**config.mk**
```make
export PLATFORM = sky130hd
export DESIGN_NAME = fdc_regs_seek
export DESIGN_NICKNAME = d
export VERILOG_FILES = /design/src/rtl/fdc_pkg.sv /design/src/rtl/fdc_us_timer.sv /design/src/rtl/fdc_seek_engine.sv /design/src/rtl/fdc_irq_ctrl.sv /design/src/rtl/fdc_regs_seek.sv
export SDC_FILE = /design/constraint.sdc
export NUM_CORES = 1
export LEC_CHECK = 0
export ABC_AREA = 0
export BUFFER_PORTS_ARGS = -buffer_cell sky130_fd_sc_hd__clkbuf_2
export CORE_MARGIN = 5
export CORE_UTILIZATION = 40
export DETAILED_ROUTE_END_ITERATION = 12
export SLEW_MARGIN = 20
export SYNTH_ARGS = -nofsm -noshare
export SYNTH_HDL_FRONTEND = slang
export SYNTH_SLANG_ARGS = --single-unit
```
**constraint.sdc**
```tcl
create_clock -name clk -period 2 [get_ports clk]
set_input_delay 0.1 -clock clk [delete_from_list [all_inputs] [get_ports clk]]
set_output_delay 0.1 -clock clk [all_outputs]
set_load 0.02 [all_outputs]
```
**src/rtl/fdc_pkg.sv**
```systemverilog
// Shared register indices and bit positions for the floppy register file.
// Assumes one byte register per 16-byte address slot.
package fdc_pkg;
    localparam int REG_W = 8;
    localparam int INT_W = 6;

    typedef enum logic [3:0] {
        IDX_DATA     = 4'd0,
        IDX_TIMER    = 4'd1,
        IDX_ERROR    = 4'd2,
        IDX_MODE     = 4'd3,
        IDX_SELECT   = 4'd4,
        IDX_SETUP    = 4'd5,
        IDX_CTRL_CLR = 4'd6,
        IDX_CTRL_SET = 4'd7,
        IDX_INTR     = 4'd8,
        IDX_NSEEK    = 4'd9,
        IDX_CTRACK   = 4'd10,
        IDX_CSECT    = 4'd11,
        IDX_GAP      = 4'd12,
        IDX_SECTOR   = 4'd13,
        IDX_NSECT    = 4'd14,
        IDX_IEN      = 4'd15
    } reg_idx_e;

    // Registers that only store what the host writes.
    localparam logic [15:0] PLAIN_MASK = 16'b0111_1100_0001_1001;

    localparam int CTL_SEEK   = 7;
    localparam int CTL_IRQ_EN = 0;
    localparam int SETUP_SRST = 7;

    localparam int INT_TIMER  = 0;
    localparam int INT_SEEK   = 1;
    localparam int INT_SECTOR = 2;
    localparam int INT_XFER   = 3;
    localparam int INT_DCHG   = 4;
    localparam int INT_ERR    = 5;

    localparam logic [REG_W-1:0] ERR_MASK = 8'hC5;
endpackage

```
**src/rtl/fdc_us_timer.sv**
```systemverilog
// Microsecond down-counter. A prescaler divides the clock by CLK_PER_US
// while the count is nonzero. A one-cycle done pulse marks the step to zero.
// Assumes CLK_PER_US >= 2.
module fdc_us_timer #(
    parameter int CLK_PER_US = 100,
    parameter int W          = 8
) (
    input  logic         clk,
    input  logic         rst_n,
    input  logic         load_i,
    input  logic [W-1:0] load_val_i,
    output logic [W-1:0] value_o,
    output logic         done_o
);
    localparam int PW = $clog2(CLK_PER_US + 1);
    localparam logic [PW-1:0] PRE_LAST = PW'(CLK_PER_US - 1);

    logic [PW-1:0] pre_q;
    logic [W-1:0]  val_q;
    logic          tick;

    assign tick    = (pre_q == PRE_LAST);
    assign value_o = val_q;
    assign done_o  = !load_i && (val_q == W'(1)) && tick;

    // Load, prescale and count the microsecond value down to zero.
    always_ff @(posedge clk) begin
        if (!rst_n) begin
            pre_q <= '0;
            val_q <= '0;
        end else if (load_i) begin
            pre_q <= '0;
            val_q <= load_val_i;
        end else if (val_q != '0) begin
            if (tick) begin
                pre_q <= '0;
                val_q <= val_q - W'(1);
            end else begin
                pre_q <= pre_q + PW'(1);
            end
        end else begin
            pre_q <= '0;
        end
    end

    assert_timer_zero_R9: assert property (@(posedge clk) disable iff (!rst_n)
        done_o |=> (val_q == '0));
endmodule

```
**src/rtl/fdc_seek_engine.sv**
```systemverilog
// Seek stepper. While start_i is high and the count is nonzero, it emits one
// pulse of STEP_HIGH clocks every STEP_PERIOD clocks and decrements the count
// at the end of each period. It pulses done_o on the last step.
// Assumes STEP_HIGH < STEP_PERIOD.
module fdc_seek_engine #(
    parameter int STEP_HIGH   = 8,
    parameter int STEP_PERIOD = 64,
    parameter int W           = 8
) (
    input  logic         clk,
    input  logic         rst_n,
    input  logic         srst_i,
    input  logic         start_i,
    input  logic         load_i,
    input  logic [W-1:0] load_val_i,
    output logic [W-1:0] count_o,
    output logic         step_o,
    output logic         done_o
);
    localparam int PW = $clog2(STEP_PERIOD + 1);
    localparam logic [PW-1:0] PH_LAST = PW'(STEP_PERIOD - 1);
    localparam logic [PW-1:0] PH_HIGH = PW'(STEP_HIGH);

    logic [W-1:0]  cnt_q;
    logic [PW-1:0] ph_q;
    logic          busy;

    assign busy    = start_i && (cnt_q != '0);
    assign step_o  = busy && (ph_q < PH_HIGH);
    assign done_o  = busy && !load_i && !srst_i && (ph_q == PH_LAST) && (cnt_q == W'(1));
    assign count_o = cnt_q;

    // Advance the step phase and count steps down while enabled.
    always_ff @(posedge clk) begin
        if (!rst_n || srst_i) begin
            cnt_q <= '0;
            ph_q  <= '0;
        end else if (load_i) begin
            cnt_q <= load_val_i;
            ph_q  <= '0;
        end else if (busy) begin
            if (ph_q == PH_LAST) begin
                ph_q  <= '0;
                cnt_q <= cnt_q - W'(1);
            end else begin
                ph_q <= ph_q + PW'(1);
            end
        end else begin
            ph_q <= '0;
        end
    end

    assert_seek_zero_R7: assert property (@(posedge clk) disable iff (!rst_n)
        done_o |=> (cnt_q == '0));
    assert_halt_holds_R8: assert property (@(posedge clk) disable iff (!rst_n)
        (!start_i && !load_i && !srst_i) |=> (cnt_q == $past(cnt_q)));
endmodule

```
**src/rtl/fdc_irq_ctrl.sv**
```systemverilog
// Cause and error latches. New events OR into the latches. A read clears them.
// A new event in the same cycle as a clearing read survives. Soft reset wins.
module fdc_irq_ctrl
    import fdc_pkg::*;
(
    input  logic             clk,
    input  logic             rst_n,
    input  logic             srst_i,
    input  logic [INT_W-2:0] cause_i,
    input  logic [REG_W-1:0] err_i,
    input  logic             rd_intr_i,
    input  logic             rd_err_i,
    output logic [INT_W-1:0] intr_o,
    output logic [REG_W-1:0] err_o
);
    logic [INT_W-1:0] intr_q;
    logic [REG_W-1:0] err_q;
    logic [REG_W-1:0] err_new;
    logic [INT_W-1:0] intr_set;

    assign err_new  = err_i & ERR_MASK;
    assign intr_set = {(err_new != '0), cause_i};
    assign intr_o   = intr_q;
    assign err_o    = err_q;

    // Latch causes and errors with read-to-clear.
    always_ff @(posedge clk) begin
        if (!rst_n || srst_i) begin
            intr_q <= '0;
            err_q  <= '0;
        end else begin
            intr_q <= (rd_intr_i ? '0 : intr_q) | intr_set;
            err_q  <= ((rd_intr_i || rd_err_i) ? '0 : err_q) | err_new;
        end
    end

    assert_rdclr_R5: assert property (@(posedge clk) disable iff (!rst_n)
        (rd_intr_i && cause_i == '0 && err_i == '0) |=> (intr_q == '0 && err_q == '0));
    assert_err_cause_R6: assert property (@(posedge clk) disable iff (!rst_n)
        (err_new != '0 && !srst_i) |=> intr_q[INT_ERR]);
endmodule

```
**src/rtl/fdc_regs_seek.sv**
```systemverilog
// Floppy controller register file top. It decodes sixteen byte registers,
// applies set and clear writes to the control byte, composes status, and
// combines the interrupt. It instantiates the timer, the seek engine and
// the interrupt latches. Assumes one bus access per cycle and a
// combinational read path.
module fdc_regs_seek
    import fdc_pkg::*;
#(
    parameter int CLK_PER_US  = 100,
    parameter int STEP_HIGH   = 8,
    parameter int STEP_PERIOD = 64
) (
    input  logic       clk,
    input  logic       rst_n,
    input  logic [7:0] bus_addr,
    input  logic       bus_wr,
    input  logic       bus_rd,
    input  logic [7:0] bus_wdata,
    output logic [7:0] bus_rdata,
    input  logic [7:0] err_in,
    input  logic       evt_sector,
    input  logic       evt_xfer,
    input  logic       evt_datachg,
    input  logic       fifo_one,
    input  logic       fifo_two,
    input  logic       mark_in,
    input  logic       rddata_in,
    input  logic       sense_n,
    output logic [7:0] ctrl_o,
    output logic [3:0] drive_sel_o,
    output logic       step_o,
    output logic       irq_o
);
    reg_idx_e         idx;
    logic             unused_addr_bits;
    logic [REG_W-1:0] plain_q [16];
    logic [REG_W-1:0] ctrl_q;
    logic [6:0]       setup_q;
    logic [INT_W-1:0] ien_q;
    logic             srst;
    logic [REG_W-1:0] timer_val, nseek_val, err_val, status;
    logic [INT_W-1:0] intr_val;
    logic             timer_done, seek_done, pending;

    assign idx              = reg_idx_e'(bus_addr[7:4]);
    assign unused_addr_bits = ^bus_addr[3:0];
    assign srst             = bus_wr && (idx == IDX_SETUP) && bus_wdata[SETUP_SRST];

    // Plain storage registers, one per index marked in PLAIN_MASK.
    for (genvar i = 0; i < 16; i++) begin : g_plain
        if (PLAIN_MASK[i]) begin : g_store
            // Store host writes to this index.
            always_ff @(posedge clk) begin
                if (!rst_n)
                    plain_q[i] <= '0;
                else if (bus_wr && idx == reg_idx_e'(i))
                    plain_q[i] <= bus_wdata;
            end
        end else begin : g_none
            assign plain_q[i] = '0;
        end
    end

    // Control byte: clear-bits and set-bits writes, cleared by soft reset.
    always_ff @(posedge clk) begin
        if (!rst_n || srst)
            ctrl_q <= '0;
        else if (bus_wr && idx == IDX_CTRL_CLR)
            ctrl_q <= ctrl_q & ~bus_wdata;
        else if (bus_wr && idx == IDX_CTRL_SET)
            ctrl_q <= ctrl_q | bus_wdata;
    end

    // Setup and interrupt-enable registers.
    always_ff @(posedge clk) begin
        if (!rst_n) begin
            setup_q <= '0;
            ien_q   <= '0;
        end else if (bus_wr) begin
            if (idx == IDX_SETUP) setup_q <= bus_wdata[6:0];
            if (idx == IDX_IEN)   ien_q   <= bus_wdata[INT_W-1:0];
        end
    end

    fdc_us_timer #(.CLK_PER_US(CLK_PER_US), .W(REG_W)) u_timer (
        .clk        (clk),
        .rst_n      (rst_n),
        .load_i     (bus_wr && idx == IDX_TIMER),
        .load_val_i (bus_wdata),
        .value_o    (timer_val),
        .done_o     (timer_done)
    );

    fdc_seek_engine #(.STEP_HIGH(STEP_HIGH), .STEP_PERIOD(STEP_PERIOD), .W(REG_W)) u_seek (
        .clk        (clk),
        .rst_n      (rst_n),
        .srst_i     (srst),
        .start_i    (ctrl_q[CTL_SEEK]),
        .load_i     (bus_wr && idx == IDX_NSEEK),
        .load_val_i (bus_wdata),
        .count_o    (nseek_val),
        .step_o     (step_o),
        .done_o     (seek_done)
    );

    fdc_irq_ctrl u_irq (
        .clk       (clk),
        .rst_n     (rst_n),
        .srst_i    (srst),
        .cause_i   ({evt_datachg, evt_xfer, evt_sector, seek_done, timer_done}),
        .err_i     (err_in),
        .rd_intr_i (bus_rd && idx == IDX_INTR),
        .rd_err_i  (bus_rd && idx == IDX_ERROR),
        .intr_o    (intr_val),
        .err_o     (err_val)
    );

    // Interrupt combine and status composition.
    always_comb begin
        pending = ctrl_q[CTL_IRQ_EN] && ((intr_val & ien_q) != '0);
        status  = {fifo_one, fifo_two, (err_val != '0), 1'b0,
                   sense_n, rddata_in, pending, mark_in};
    end

    // Read data multiplexer.
    always_comb begin
        case (idx)
            IDX_TIMER:    bus_rdata = timer_val;
            IDX_ERROR:    bus_rdata = err_val;
            IDX_SETUP:    bus_rdata = {1'b0, setup_q};
            IDX_CTRL_CLR: bus_rdata = ctrl_q;
            IDX_CTRL_SET: bus_rdata = status;
            IDX_INTR:     bus_rdata = {2'b00, intr_val};
            IDX_NSEEK:    bus_rdata = nseek_val;
            IDX_IEN:      bus_rdata = {2'b00, ien_q};
            default:      bus_rdata = plain_q[idx];
        endcase
    end

    assign irq_o       = pending;
    assign ctrl_o      = ctrl_q;
    assign drive_sel_o = plain_q[IDX_SELECT][3:0];

    assert_ctrl_clear_R2: assert property (@(posedge clk) disable iff (!rst_n)
        (bus_wr && idx == IDX_CTRL_CLR) |=> ((ctrl_q & $past(bus_wdata)) == '0));
    assert_ctrl_set_R3: assert property (@(posedge clk) disable iff (!rst_n)
        (bus_wr && idx == IDX_CTRL_SET) |=> ((ctrl_q & $past(bus_wdata)) == $past(bus_wdata)));
    assert_soft_reset_R11: assert property (@(posedge clk) disable iff (!rst_n)
        srst |=> (ctrl_q == '0 && nseek_val == '0 && intr_val == '0));
    assert_irq_gate_R10: assert property (@(posedge clk) disable iff (!rst_n)
        !ctrl_q[CTL_IRQ_EN] |-> !irq_o);
endmodule

```
# --- Word-level counts from Yosys, hierarchy flattened ---
# Cells that the tools add are included.
totals:
  regBits: 129
  inputBits: 36
  out_inout_bits: 22
  elab_cells: 114
op_classes:
  addsub: 4
  n_lt_le_gt_ge: 2
  eq_ne: 19
  mux: 14
  bitwise: 10
  n_reduce_logical: 48
op_table:
  columns: ["operator", "n"]
  rows:
  - ["2-to-1 mux 8 bit", 11]
  - ["case mux 8 bit (8 select lines)", 1]
  - ["binary-select mux 8 bit (select 4 bit)", 1]
  - ["== test 4 bit, second input constant", 8]
  - ["nonzero test 8 bit", 4]
  - ["logical AND 1 bit", 25]
  - ["== test 4 x 3 -> 1 bit, second input constant", 4]
  - ["== test 8 x 1 -> 1 bit, second input constant", 2]
  - ["bitwise OR 8 bit", 2]
  - ["subtractor 8 x 1 -> 8 bit, second input constant", 2]
  - ["adder 7 x 1 -> 7 bit, second input constant", 2]
  - ["nonzero test 2 bit", 5]
  - ["AND 8 bit", 1]
  - ["== test 4 x 2 -> 1 bit, second input constant", 2]
  - ["NOT 8 bit", 1]
  - ["AND reduction 2 bit", 4]
  - ["OR reduction 4 bit", 2]
  - ["== test 7 x 6 -> 1 bit, second input constant", 1]
  - ["== test 7 bit, second input constant", 1]
  - ["< comparator 7 x 4 -> 1 bit, second input constant", 1]
  - ["AND 6 bit", 1]
  - ["2-to-1 mux 6 bit", 1]
  - ["bitwise OR 6 bit", 1]
  - ["nonzero test 6 bit", 1]
  - ["other kinds (7)", 13]

# --- Depth between registers and ports, before layout ---
# Gate-level depths: netlist of the first run.
logic_depth:
  depth_word: 8
  mapped_depth: 8

# --- Modules after synthesis ---
# Synthesis of the first run repeated with hierarchy kept, for this count alone.
unflattened:
  hier_cells: 840
  hier_area_um2: 7006.7
by_module_without_submodules:
  columns: ["module", "instances", "cells_per_inst", "area_each_um2", "seq_area_each_um2"]
  rows:
  - ["fdc_regs_seek", 1, 593, 4907.2, 1701.6]
  - ["fdc_seek_engine", 1, 105, 883.3, 300.3]
  - ["fdc_us_timer", 1, 95, 807.0, 300.3]
  - ["fdc_irq_ctrl", 1, 47, 409.1, 200.2]

# --- Worst setup path before layout of the first run ---
# Ideal clock, no wire load.
synth_timing:
  kind: "register -> register"
  startpoint: "register u_seek.cnt_q[0] (netlist: u_seek.count_o[0])"
  endpoint: "register u_seek.cnt_q[3] (netlist: u_seek.count_o[3])"
  setup_ns: 0.079
  arrival_time_ns: 1.588
  required_ns: 1.921
  setup_slack_ns: 0.333
  path_stages_with_launch: 8
  n_path_buf: 1
  period_less_slack_ns: 1.667
  path_cell_list: "dfxtp_1 > inv_1 > ha_1 > and4_1 > buf_6 > nor4b_2 > xnor2_1 > a211oi_2"
synth_via:
  elab_chain_len: 4
  word_cells_on_any_way: 8
  cone_classes: "add/sub: 1; mux: 3; reduce/logical: 4"
synth_lines:
  columns: ["element", "line", "text"]
  rows:
  - ["start: declaration", "fdc_seek_engine.sv:24", "logic [W-1:0] cnt_q;"]
  - ["start signal: assignment", "fdc_seek_engine.sv:39", "cnt_q <= load_val_i;"]
  - ["start signal: assignment", "fdc_seek_engine.sv:44", "cnt_q <= cnt_q - W'(1);"]
  - ["subtractor 8 x 1 -> 8 bit or nonzero test 8 bit (tied branches)", "fdc_seek_engine.sv:44, fdc_seek_engine.sv:28", null]
  - ["2-to-1 mux 8 bit or logical AND 1 bit (tied branches)", "fdc_seek_engine.sv:42, fdc_seek_engine.sv:28", null]
  - ["2-to-1 mux 8 bit or nonzero test 2 bit (tied branches)", null, null]
  - ["2-to-1 mux 8 bit or AND reduction 2 bit (tied branches)", null, null]
# Several ways; a longest one is shown, not always the timed one. The select of a mux whose other input is x is not followed.
# A chain may end at the register's enable or synchronous reset.

# --- Worst setup path after layout of the first run ---
layout_timing:
  startpoint: "register u_irq.intr_q[0] (netlist: u_irq.intr_o[0])"
  endpoint: "output bus_rdata[1]"
layout_via:
  elab_chain_len: 4
layout_lines:
  columns: ["element", "line", "text"]
  rows:
  - ["start: declaration", "fdc_irq_ctrl.sv:16", "logic [INT_W-1:0] intr_q;"]
  - ["start signal: assignment", "fdc_irq_ctrl.sv:32", "intr_q <= (rd_intr_i ? '0 : intr_q) | intr_set;"]
  - ["AND 6 bit", "fdc_regs_seek.sv:120", "pending = ctrl_q[CTL_IRQ_EN] && ((intr_val & ien_q) != '0);"]
  - ["nonzero test 6 bit", "fdc_regs_seek.sv:120", null]
  - ["logical AND 1 bit", "fdc_regs_seek.sv:120", null]
  - ["case mux 8 bit (8 select lines)", "fdc_regs_seek.sv:127", "case (idx)"]
  - ["end: declaration", "fdc_regs_seek.sv:19", "output logic [7:0] bus_rdata,"]
# Every way passes these cells.

==> results by group, run 1 <==
Power
  • Power Density: 862.0 mW/mm2
  • Final Power: 6.743 mW
  • Worst VDD drop: 695.2 uV
  • Lkg Pwr: ~2.9 nW

Worst setup path
  • Worst Setup End Kind: output port
  • Startpoint Class: flip-flop
  • Worst setup path endpoint: bus_rdata[1]
  • Largest stage delay, worst path: 0.39 ns
  • R2R cell count: 6
  • Critical setup path kind: reg -> out
  • Slowest CP cell: dfxtp_1
  • Worst r2r src: u_seek.count_o[1]$_SDFFE_PP0P_
  • CP Launch Point: u_irq.intr_o[0]$_SDFF_PP0_
  • Data arrival time of the critical path: 1.83 ns
  • Critical-path cell list: a22oi_1, a31oi_2, nand4_1, a22oi_1, clkbuf_2
  • Worst path required time: 1.90 ns
  • CP most frequent cell: a22oi_1
  • Worst-path maximum fanout: 3
  • Reg2Reg Setup Slack: 0.23 ns
  • FF-to-FF End: u_seek.ph_q[3]$_SDFF_PP0_

Layout
  • Post-layout util: 0.4924
  • Fillers: between 1500 and 2000
  • Final Cell Area: ~0.0078 mm2
  • Share of layout cells above drive strength 1: 0.1859
  • Post-layout nets: a little under 900
  • Register Area: 0.002505 mm2
  • # diodes: 0
  • Layout area overhead: 21.07%
  • Multi-input gate area: 0.003612 mm2
  • Layout Cells excl Fill: 1055

Global routing
  • First-pass GRT wire length: 31190 um
  • Gr ovfl total: 0
  • Antenna violations before repair: 0
  • Vias in the first global route: 5739
  • GRT Overall Usage: 0.2156
  • Largest net degree at the start of global routing: 80

Yosys
  • Distinct cells, synth: 63
  • Synth warnings: 0
  • Synth Area in Adders: 0.01162
  • Gate Count Post-Synth: 764
  • Predominant post-synthesis flop cell: dfxtp_1
  • Largest cells by area after synthesis: dfxtp_1 (39%), mux2i_1 (13%), nor2_1 (7.1%)
  • Synth cell count leaders: dfxtp_1 (125), nor2_1 (122), mux2i_1 (83)
  • Simple-gate share of the synthesized area: 0.2027
  • Mapped Area: 0.006461 mm2
  • Synth Area in Compound Gates: 0.1886
  • Share of flip-flops with an asynchronous set or reset: 0
  • Largest family of logic cells by synthesized area: simple AND/OR/NAND/NOR gates
  • Post-synth EDFFs: 0
  • Post-synthesis area per instance: 8.457 um2
  • Most frequent cell after synthesis: dfxtp_1
  • Seq/Total Area, Yosys: 0.3873
  • Synth area leader: dfxtp_1
  • Yosys reg bits: 125
  • Top cell type's share of synthesized area: 0.3873
  • Multiplexer share of the synthesized area: 0.1286
  • Syn_nets: 806
  • XOR/XNOR Fraction of Synth Area: 0.02304

Floorplan
  • Die area: 0.01880 mm2
  • Core area: approximately 0.016 mm2
  • Initial core utilization: 0.4067
  • Row count: between 40 and 50
  • Die Span X: about 140 um
  • Ports: 58
  • Die Span Y: 137.1 um

Placement
  • Placer congestion estimate: 0.9317
  • Post-DP HPWL: 13790 um
  • Post-place instance area: between 0.007 and 0.008 mm2
  • Placed insts: 1015
  • Port bufs: 49

STA
  • Setup-failing EPs final: 0
  • Clock skew: between 0.005 and 0.006 ns
  • F_max: 0.5186 GHz
  • Setup TNS Final: 0 ns
  • Least-Margin Pin Slew: between 0.8 and 0.9 ns
  • Endpoints failing hold: 0
  • Max Slew Vio Count: 0
  • RSZ-0062 raised after global routing: no
  • Final period util: 0.9641
  • Final min period: 1.928 ns
  • Max-slew headroom: 0.4394

Min path
  • Worst min path class: in -> reg

Route
  • First drt pass iteration count: 5
  • Routed vias/inst: 5.681
  • Wire per inst: 18.81 um
  • Post-route ant nets: 0
  • First-iteration detailed-routing DRC count: 552
  • Post-Route WL: 19850 um
  • DRC: 0
  • DR vias: 5993

Clock tree
  • H-tree levels: 4
  • Post-CTS Repair Setup Buffers: 0
  • CTS sink cnt: 125
  • CTS root buf: clkbuf_16
  • CTS Buf Count: 17
  • Worst-path clk slew: 0.06 ns
  • Clock latency on the worst-skew pair: 0.43 ns
  • Clock Tree Buf Depth: 2
  • CTS tree: done

Run
  • Max cap viols: 0

Status
  • Run status: complete, no violations
## cell type report
cell class	instances	share of cell area
Clock buffer	22	0.06190
Clock inverter	10	0.02351
Inverter	15	0.007198
Multi-Input combinational cell	562	0.4618
Sequential cell	125	0.3202
Tap cell	216	0.03455
Timing Repair Buffer	105	0.09085
## state kept, by name (all words and copies together), names as in the netlist, named ones only
name / cells
u_timer.value_o: 8
u_timer.pre_q: 7
u_irq.err_o: 4
u_seek.count_o: 8
u_seek.ph_q: 7
ien_q: 6
setup_q: 7
u_irq.intr_o: 6
drive_sel_o: 4
plain_q: 60
## worst min path at each step
| stage | start | end | slack, ns | cells after the start |
|---|---|---|---|---|
| 4_1_cts | bus_wr | u_timer.value_o[1]$_SDFFE_PN0P_ | 0.12 | 3 |
| 6_report | bus_wr | u_timer.value_o[1]$_SDFFE_PN0P_ | 0.13 | 3 |
| 3_5_place_dp | evt_xfer | u_irq.intr_o[3]$_SDFF_PP0_ | 0.32 | 3 |
| 3_3_place_gp | evt_sector | u_irq.intr_o[2]$_SDFF_PP0_ | 0.31 | 3 |
| 2_1_floorplan | bus_wdata[0] | flip-flop | 0.21 | 1 |
| 5_1_grt | bus_wr | u_timer.value_o[1]$_SDFFE_PN0P_ | 0.15 | 3 |
## layer usage
layer / wire, um / GRT usage / share of wire / up-vias
met4: 439 / 0.07040 / 0.022 / 0
met3: 1345 / 0.04412 / 0.068 / 31
met2: 8933 / 0.3368 / 0.45 / 223
met1: 9128 / 0.2978 / 0.46 / 2881
li1: - / - / - / 2858
met5: 0 / 0 / 0 / -
## layout by cell type (no fill, tap or decap), drive strengths merged, types with 6 or more instances in the layout
cell         count
a211oi           9
a21oi           66
a221oi          11
a22oi           12
a311oi          10
a31oi            8
and3             8
buf             48
clkbuf          71
dfxtp          125
dlygate4sd3      8
ha               6
inv             13
mux2i           83
nand2           50
nand3           27
nand4            8
nor2           124
nor2b            8
nor3            14
nor4             6
o211ai           6
o21a             7
o21ai           42
o22ai            9
xnor2           12
## per-stage QoR
step / worst slack [ns] / hold WS, ns
floorplan: 0.3331 / 0.2097
detailed placement: 0.1546 / 0.3156
CTS: 0.01399 / 0.1234
global placement: 0.1564 / 0.3146
global route: 0.005670 / 0.1498
finish: 0.07181 / 0.1314
## critical path, delay by kind of cell (launching register included)
family	cells	cell delay [ns]
buf+inv	1	0.21
compound gates	3	0.62
simple gates	1	0.19
flops	1	0.39
## cell families after synthesis
kind of cell / Yosys count
multiplexers: 83
AO/OA/AOI/OAI: 191
XOR/XNOR: 17
flip-flops: 125
adder cells (fa/ha/maj): 6
AND/OR/NAND/NOR: 265
buffers and inverters: 77
## timing repair
action                                 in CTS  in global routing
setup endpoints to repair                   1                  5
endpoints found under the hold margin      13                  0
hold buffers                                8                  0
pin swaps                                   0                  1
resized for setup                           1                  7
## where the power goes
part | switching (mW) | internal (mW)
registers | 0.0394 | 2.54
logic | 0.441 | 0.237
clock network | 1.15 | 2.34
total | 1.63 | 5.11
No activity file was read; power rests on OpenSTA's default activity.
==> run 2, diff against run 1 <==
Settings changed: CORE_ASPECT_RATIO from default to 1.25, TNS_END_PERCENT from default to 5.
==> run 2 against run 1 <==
Count of clock-buffer cells in the layout shrank 2. First-iteration DRC count shrank 10%. Global-route usage shrank 0.40 points. Critical path type unchanged. Critical endpoint is now bus_rdata[6]. Largest power group unchanged.
==> results by group, run 2 (synthesis gave the netlist of run 1 again) <==
Layout
  • Fillers: 1605
  • Layout area overhead: 21.11%
  • Most frequent cells in the layout: dfxtp_1 (123), nor2_1 (122), mux2i_1 (83)
  • Post-layout nets: 871
  • Commonest non-fill, non-tap cell in the layout: dfxtp_1
  • Final Cell Area: 0.007825 mm2
  • # diodes: 0
  • Largest Register: plain_q
  • Max reg flops: 60
  • Share of layout cells above drive strength 1: 0.1912

Worst setup path
  • Critical setup path kind: reg -> out
  • Worst path required time: 1.90 ns
  • Data arrival time of the critical path: 1.84 ns
  • Startpoint Class: flip-flop
  • Worst-path maximum fanout: 3
  • Worst Setup End Kind: output port

Global routing
  • First-pass GRT wire length: 30760 um
  • Largest net degree at the start of global routing: 76
  • GRT Overall Usage: 0.2116
  • Gr ovfl total: 0
  • Antenna violations before repair: 0
  • Vias in the first global route: roughly 5600

Floorplan
  • Row count: 52
  • Core area: about 0.016 mm2
  • Ports: 58
  • Initial core utilization: 0.4037
  • Die Span Y: 152.1 um
  • Die Span X: 123.7 um
  • Die area: 0.01881 mm2

STA
  • Setup TNS Final: 0 ns
  • Least-Margin Pin Slew: 0.7929 ns
  • Final min period: 1.942 ns
  • Clock skew: ~0.005 ns
  • Max-slew headroom: 0.4714
  • Final period util: 0.9711
  • Max Slew Vio Count: 0
  • Endpoints failing hold: 0
  • Setup-failing EPs final: 0
  • RSZ-0062 raised after global routing: no
  • F_max: 0.5149 GHz

Clock tree
  • CTS tree: done
  • CTS root buf: clkbuf_16
  • Worst-path clk slew: 0.06 ns
  • Clock latency on the worst-skew pair: ~0.42 ns
  • CTS Buf Count: 17
  • H-tree levels: 4
  • Clock Tree Buf Depth: 2
  • CTS sink cnt: 125
  • Post-CTS Repair Setup Buffers: 0

Power
  • Lkg Pwr: just under 3 nW
  • Power Density: just over 800 mW/mm2
  • Worst VDD drop: ~630 uV

Route
  • First drt pass iteration count: 5
  • Routed vias/inst: 5.551
  • DR vias: 5873
  • First-iteration detailed-routing DRC count: 497
  • Post-Route WL: 19590 um
  • Post-route ant nets: 0
  • DRC: 0
  • Wire per inst: between 15 and 20 um

Min path
  • Worst min path class: in -> reg

Placement
  • Port bufs: 49
  • Placer congestion estimate: 0.9755
  • Post-place instance area: about 0.0071 mm2
  • Post-DP HPWL: approximately 14000 um

Run
  • Max cap viols: 0

Status
  • Run status: complete, no violations
run 2: routing by layer:
layer | wire length, um | track usage
met1 | 8281 | 0.2637
met2 | 9694 | 0.3496
met3 | 1022 | 0.05020
met4 | 594 | 0.08021
met5 | 0 | 0
run 2: worst max-delay path, cell delays in order (launching register included):
cell and delay [ns]:
dfxtp_2 0.34, nor4bb_4 0.17, a311oi_1 0.27, a31oi_1 0.10, a211oi_2 0.30, a21oi_2 0.07, clkbuf_4 0.18
run 2: through the flow:
stage          setup slack [ns]  hold slack [ns]  power [mW]  utilization  cells
2_1_floorplan            0.3331           0.2097       3.038            -    764
3_3_place_gp            0.06856           0.3178       3.287       0.4422   1018
3_5_place_dp            0.06875           0.3299       3.287       0.4422   1018
4_1_cts                 0.02198           0.1140       6.528       0.4880   1058
5_1_grt                0.001342           0.1334       6.713       0.4889   1058
6_report                0.05788           0.1364       6.482       0.4889   1058
run 2: power breakdown:
| group | total [mW] | leakage, nW | internal [mW] | switching, mW |
|---|---|---|---|---|
| clock network | 3.22 | 0.293 | 2.03 | 1.18 |
| registers | 2.58 | 1.01 | 2.54 | 0.0413 |
| logic | 0.688 | 1.60 | 0.250 | 0.438 |
| total | 6.48 | 2.90 | 4.82 | 1.66 |
run 2: cell type report:
cell class	count	area (um2)	share of cell area
Inverter	15	56.30	0.007195
Sequential cell	125	2505	0.3201
Clock inverter	12	161.4	0.02063
Tap cell	216	270.3	0.03454
Multi-Input combinational cell	562	3627	0.4635
Clock buffer	20	456.7	0.05836
Timing Repair Buffer	108	748.2	0.09562
run 2: final timing paths:
kind | start | endpoint | slack (ns) | cells after the start
worst min-delay path | bus_wr | u_timer.value_o[1]$_SDFFE_PN0P_ | 0.14 | 3
worst max-delay path | u_irq.err_o[6]$_SDFF_PP0_ | bus_rdata[6] | 0.06 | 6
worst min register to register | u_timer.pre_q[0]$_SDFF_PP0_ | u_timer.pre_q[0]$_SDFF_PP0_ | 0.44 | 1
worst max register to register | u_seek.ph_q[0]$_SDFF_PP0_ | u_seek.count_o[7]$_SDFFE_PP0P_ | 0.26 | 6
run 2: what timing repair did:
item	4_1_cts	5_1_grt
hold buffers	8	0
endpoints found under the hold margin	14	0
resized for setup	7	5
cloned	0	0
endpoints found under the setup margin	2	5
==> run 3, diff against run 2 <==
Settings changed: CTS_BUF_LIST from default to sky130_fd_sc_hd__clkbuf_2.
==> run 3 against run 2 <==
The run now ends with setup timing left. Combinational power increased by 10%. Via count increased by 1.6%. Clock skew increased by 0.017 ns. Power decreased by 22%. Sequential share of layout area increased by 0.29 points. Critical path depth unchanged. Clock power decreased by 47%. Hold slack improved by 0.0056 ns. Final area increased by 0.43%. Sequential power about the same. Die area unchanged. Global-route usage increased by 0.23 points. Highest routed layer unchanged.
==> results by group, run 3 (synthesis gave the netlist of run 1 again) <==
STA
  • Least-Margin Pin Slew: 0.8060 ns
  • F_max: 0.4664 GHz
  • Endpoints failing hold: 0
  • Max-slew headroom: 0.4627
  • Final period util: 1.072
  • Final min period: between 2 and 2.5 ns
  • Setup WS post-layout: -0.1441 ns
  • Max Slew Vio Count: 0
  • Clock skew: around 0.022 ns
  • Setup-failing EPs final: 9
  • RSZ-0062 raised after global routing: yes

Layout
  • Layout Cells excl Fill: 1087
  • Most frequent cells in the layout: nor2_1 (122), dfxtp_1 (104), mux2i_1 (83)
  • Max reg flops: 60
  • Register Area: 0.002539 mm2
  • Commonest non-fill, non-tap cell in the layout: nor2_1
  • Fillers: 1602
  • Largest Register: plain_q
  • Final Cell Area: 0.007859 mm2
  • Post-layout nets: 895
  • Multi-input gate area: between 0.003 and 0.004 mm2
  • Layout area overhead: 21.63%
  • Share of layout cells above drive strength 1: 0.2252

Worst setup path
  • Critical-path cell list: nor4bb_4, a311oi_1, a31oi_1, a211oi_2, a21oi_2, clkbuf_8
  • Crit-path leading delay family: compound AO/OA/AOI/OAI gates
  • Worst-path maximum fanout: 2
  • FF-to-FF End: u_seek.count_o[5]$_SDFFE_PP0P_
  • Worst path required time: 1.90 ns
  • R2R cell count: 6
  • Largest stage delay, worst path: 0.38 ns
  • Data arrival time of the critical path: 2.04 ns
  • Startpoint Class: flip-flop
  • Slowest CP cell: dfxtp_2
  • Critical setup path kind: reg -> out
  • Critical path buffer and inverter count: 1
  • Reg2Reg Setup Slack: 0.24 ns
  • Worst Setup End Kind: output port
  • Worst r2r src: u_seek.ph_q[0]$_SDFF_PP0_

Min path
  • Worst min path class: in -> reg
  • Hold depth: 4
  • Worst hold start: bus_addr[5]

Clock tree
  • H-tree levels: 4
  • CTS tree: done
  • CTS Buf Count: 17
  • CTS sink cnt: 125
  • Clock latency on the worst-skew pair: 0.70 ns
  • Clock Tree Buf Depth: 2
  • CTS root buf: clkbuf_2
  • Worst-path clk slew: roughly 0.19 ns

Power
  • NetSw: 1.510 mW
  • Reg power frac: 0.511
  • Lkg Pwr: about 2.9 nW
  • Gate power share: 0.150
  • Switching Fraction: 0.2990
  • Power Internal: 3.540 mW
  • Clock network power share: 0.339
  • Worst VDD drop: 306.2 uV
  • Power Density: 642.5 mW/mm2

Placement
  • Placer congestion estimate: 0.9755
  • Port bufs: 49
  • Post-DP HPWL: 13620 um
  • Post-place instance area: 0.007078 mm2
  • Placed insts: 1018

Floorplan
  • Die area: approximately 0.019 mm2
  • Row count: 52
  • Die Span X: around 120 um
  • Ports: between 50 and 60
  • Initial core utilization: 0.4037
  • Core area: 0.01601 mm2
  • Die Span Y: 152.1 um

Status
  • Run status: finished, violations left
  • Failing checks: setup timing

Route
  • DR vias: 5966
  • Wire per inst: around 18 um
  • First-iteration detailed-routing DRC count: 496
  • Post-route ant nets: 0
  • DRC: 0
  • Post-Route WL: 19880 um
  • First drt pass iteration count: 5
  • Routed vias/inst: 5.489

Global routing
  • Largest net degree at the start of global routing: 76
  • Antenna violations before repair: 1
  • GRT Overall Usage: 0.2139
  • Gr ovfl total: 0
  • Vias in the first global route: 5800
  • First-pass GRT wire length: roughly 31000 um

Run
  • Max cap viols: 0
run 3: cell count changes in the layout (fill, tap and decap cells not counted), sizes merged:
cell         previous run  this run
diode                   0         5
clkinv                  6         8
buf                    51        57
clkbuf                 69        64
dlygate4sd3             8        29
run 3: metal layers:
metal  track usage  vias to the layer above  wire [um]
met2        0.3534                      197       9816
met5             0                        -          0
met4       0.09340                        0        694
met1        0.2648                     2793       8293
li1              -                     2927          -
met3       0.04463                       49       1079
run 3: final cells by class:
cell class / instances / area share
Timing Repair Buffer: 132 / 0.1282
Antenna cell: 5 / 0.001592
Sequential cell: 125 / 0.3230
Tap cell: 216 / 0.03439
Clock inverter: 14 / 0.02149
Inverter: 15 / 0.007164
Clock buffer: 18 / 0.01146
Multi-Input combinational cell: 562 / 0.4727
run 3: worst max path at each step:
| stage | slack [ns] | from | end | depth (start not counted) |
|---|---|---|---|---|
| finish | -0.14 | u_irq.err_o[6]$_SDFF_PP0_ | bus_rdata[6] | 6 |
| global placement | 0.07 | bus_addr[4] | bus_rdata[0] | 8 |
| detailed placement | 0.07 | bus_addr[4] | bus_rdata[0] | 8 |
| floorplan | 0.33 | u_seek.count_o[0]$_SDFFE_PP0P_ | u_seek.count_o[3]$_SDFFE_PP0P_ | 7 |
| CTS | -0.24 | u_seek.count_o[2]$_SDFFE_PP0P_ | bus_rdata[2] | 6 |
| global route | -0.30 | u_seek.count_o[2]$_SDFFE_PP0P_ | bus_rdata[2] | 6 |
run 3: power groups by stage:
stage	Combinational, mW	Clock (mW)	Sequential, mW
2_1_floorplan	0.422	0	2.62
3_3_place_gp	0.659	0	2.63
3_5_place_dp	0.658	0	2.63
4_1_cts	0.740	1.77	2.58
5_1_grt	0.813	1.88	2.59
6_report	0.757	1.71	2.58
run 3: repair_timing:
item | CTS | global route
hold buffers | 29 | 0
pin swaps | 6 | 2
setup endpoints to repair | 9 | 10
setup buffers | 3 | 0
resized for setup | 50 | 16
endpoints found under the hold margin | 111 | 0
run 3: per-stage QoR:
step	setup slack, ns	hold slack (ns)	power [mW]	util	TNS [ns]
6_report	-0.1441	0.1420	5.049	0.4910	-0.8696
5_1_grt	-0.3021	0.1383	5.276	0.4910	-2.146
4_1_cts	-0.2381	0.01356	5.090	0.4873	-1.743
3_5_place_dp	0.06875	0.3299	3.287	0.4422	0
3_3_place_gp	0.06856	0.3178	3.287	0.4422	0
2_1_floorplan	0.3331	0.2097	3.038	-	0
run 3: worst reg2reg max path, stage by stage (launching register included):
cell and delay, ns:
dfxtp_1 0.39, ha_1 0.19, and3_1 0.26, nand4_4 0.21, nor3_1 0.27, xnor2_1 0.10
a211oi_1 0.25
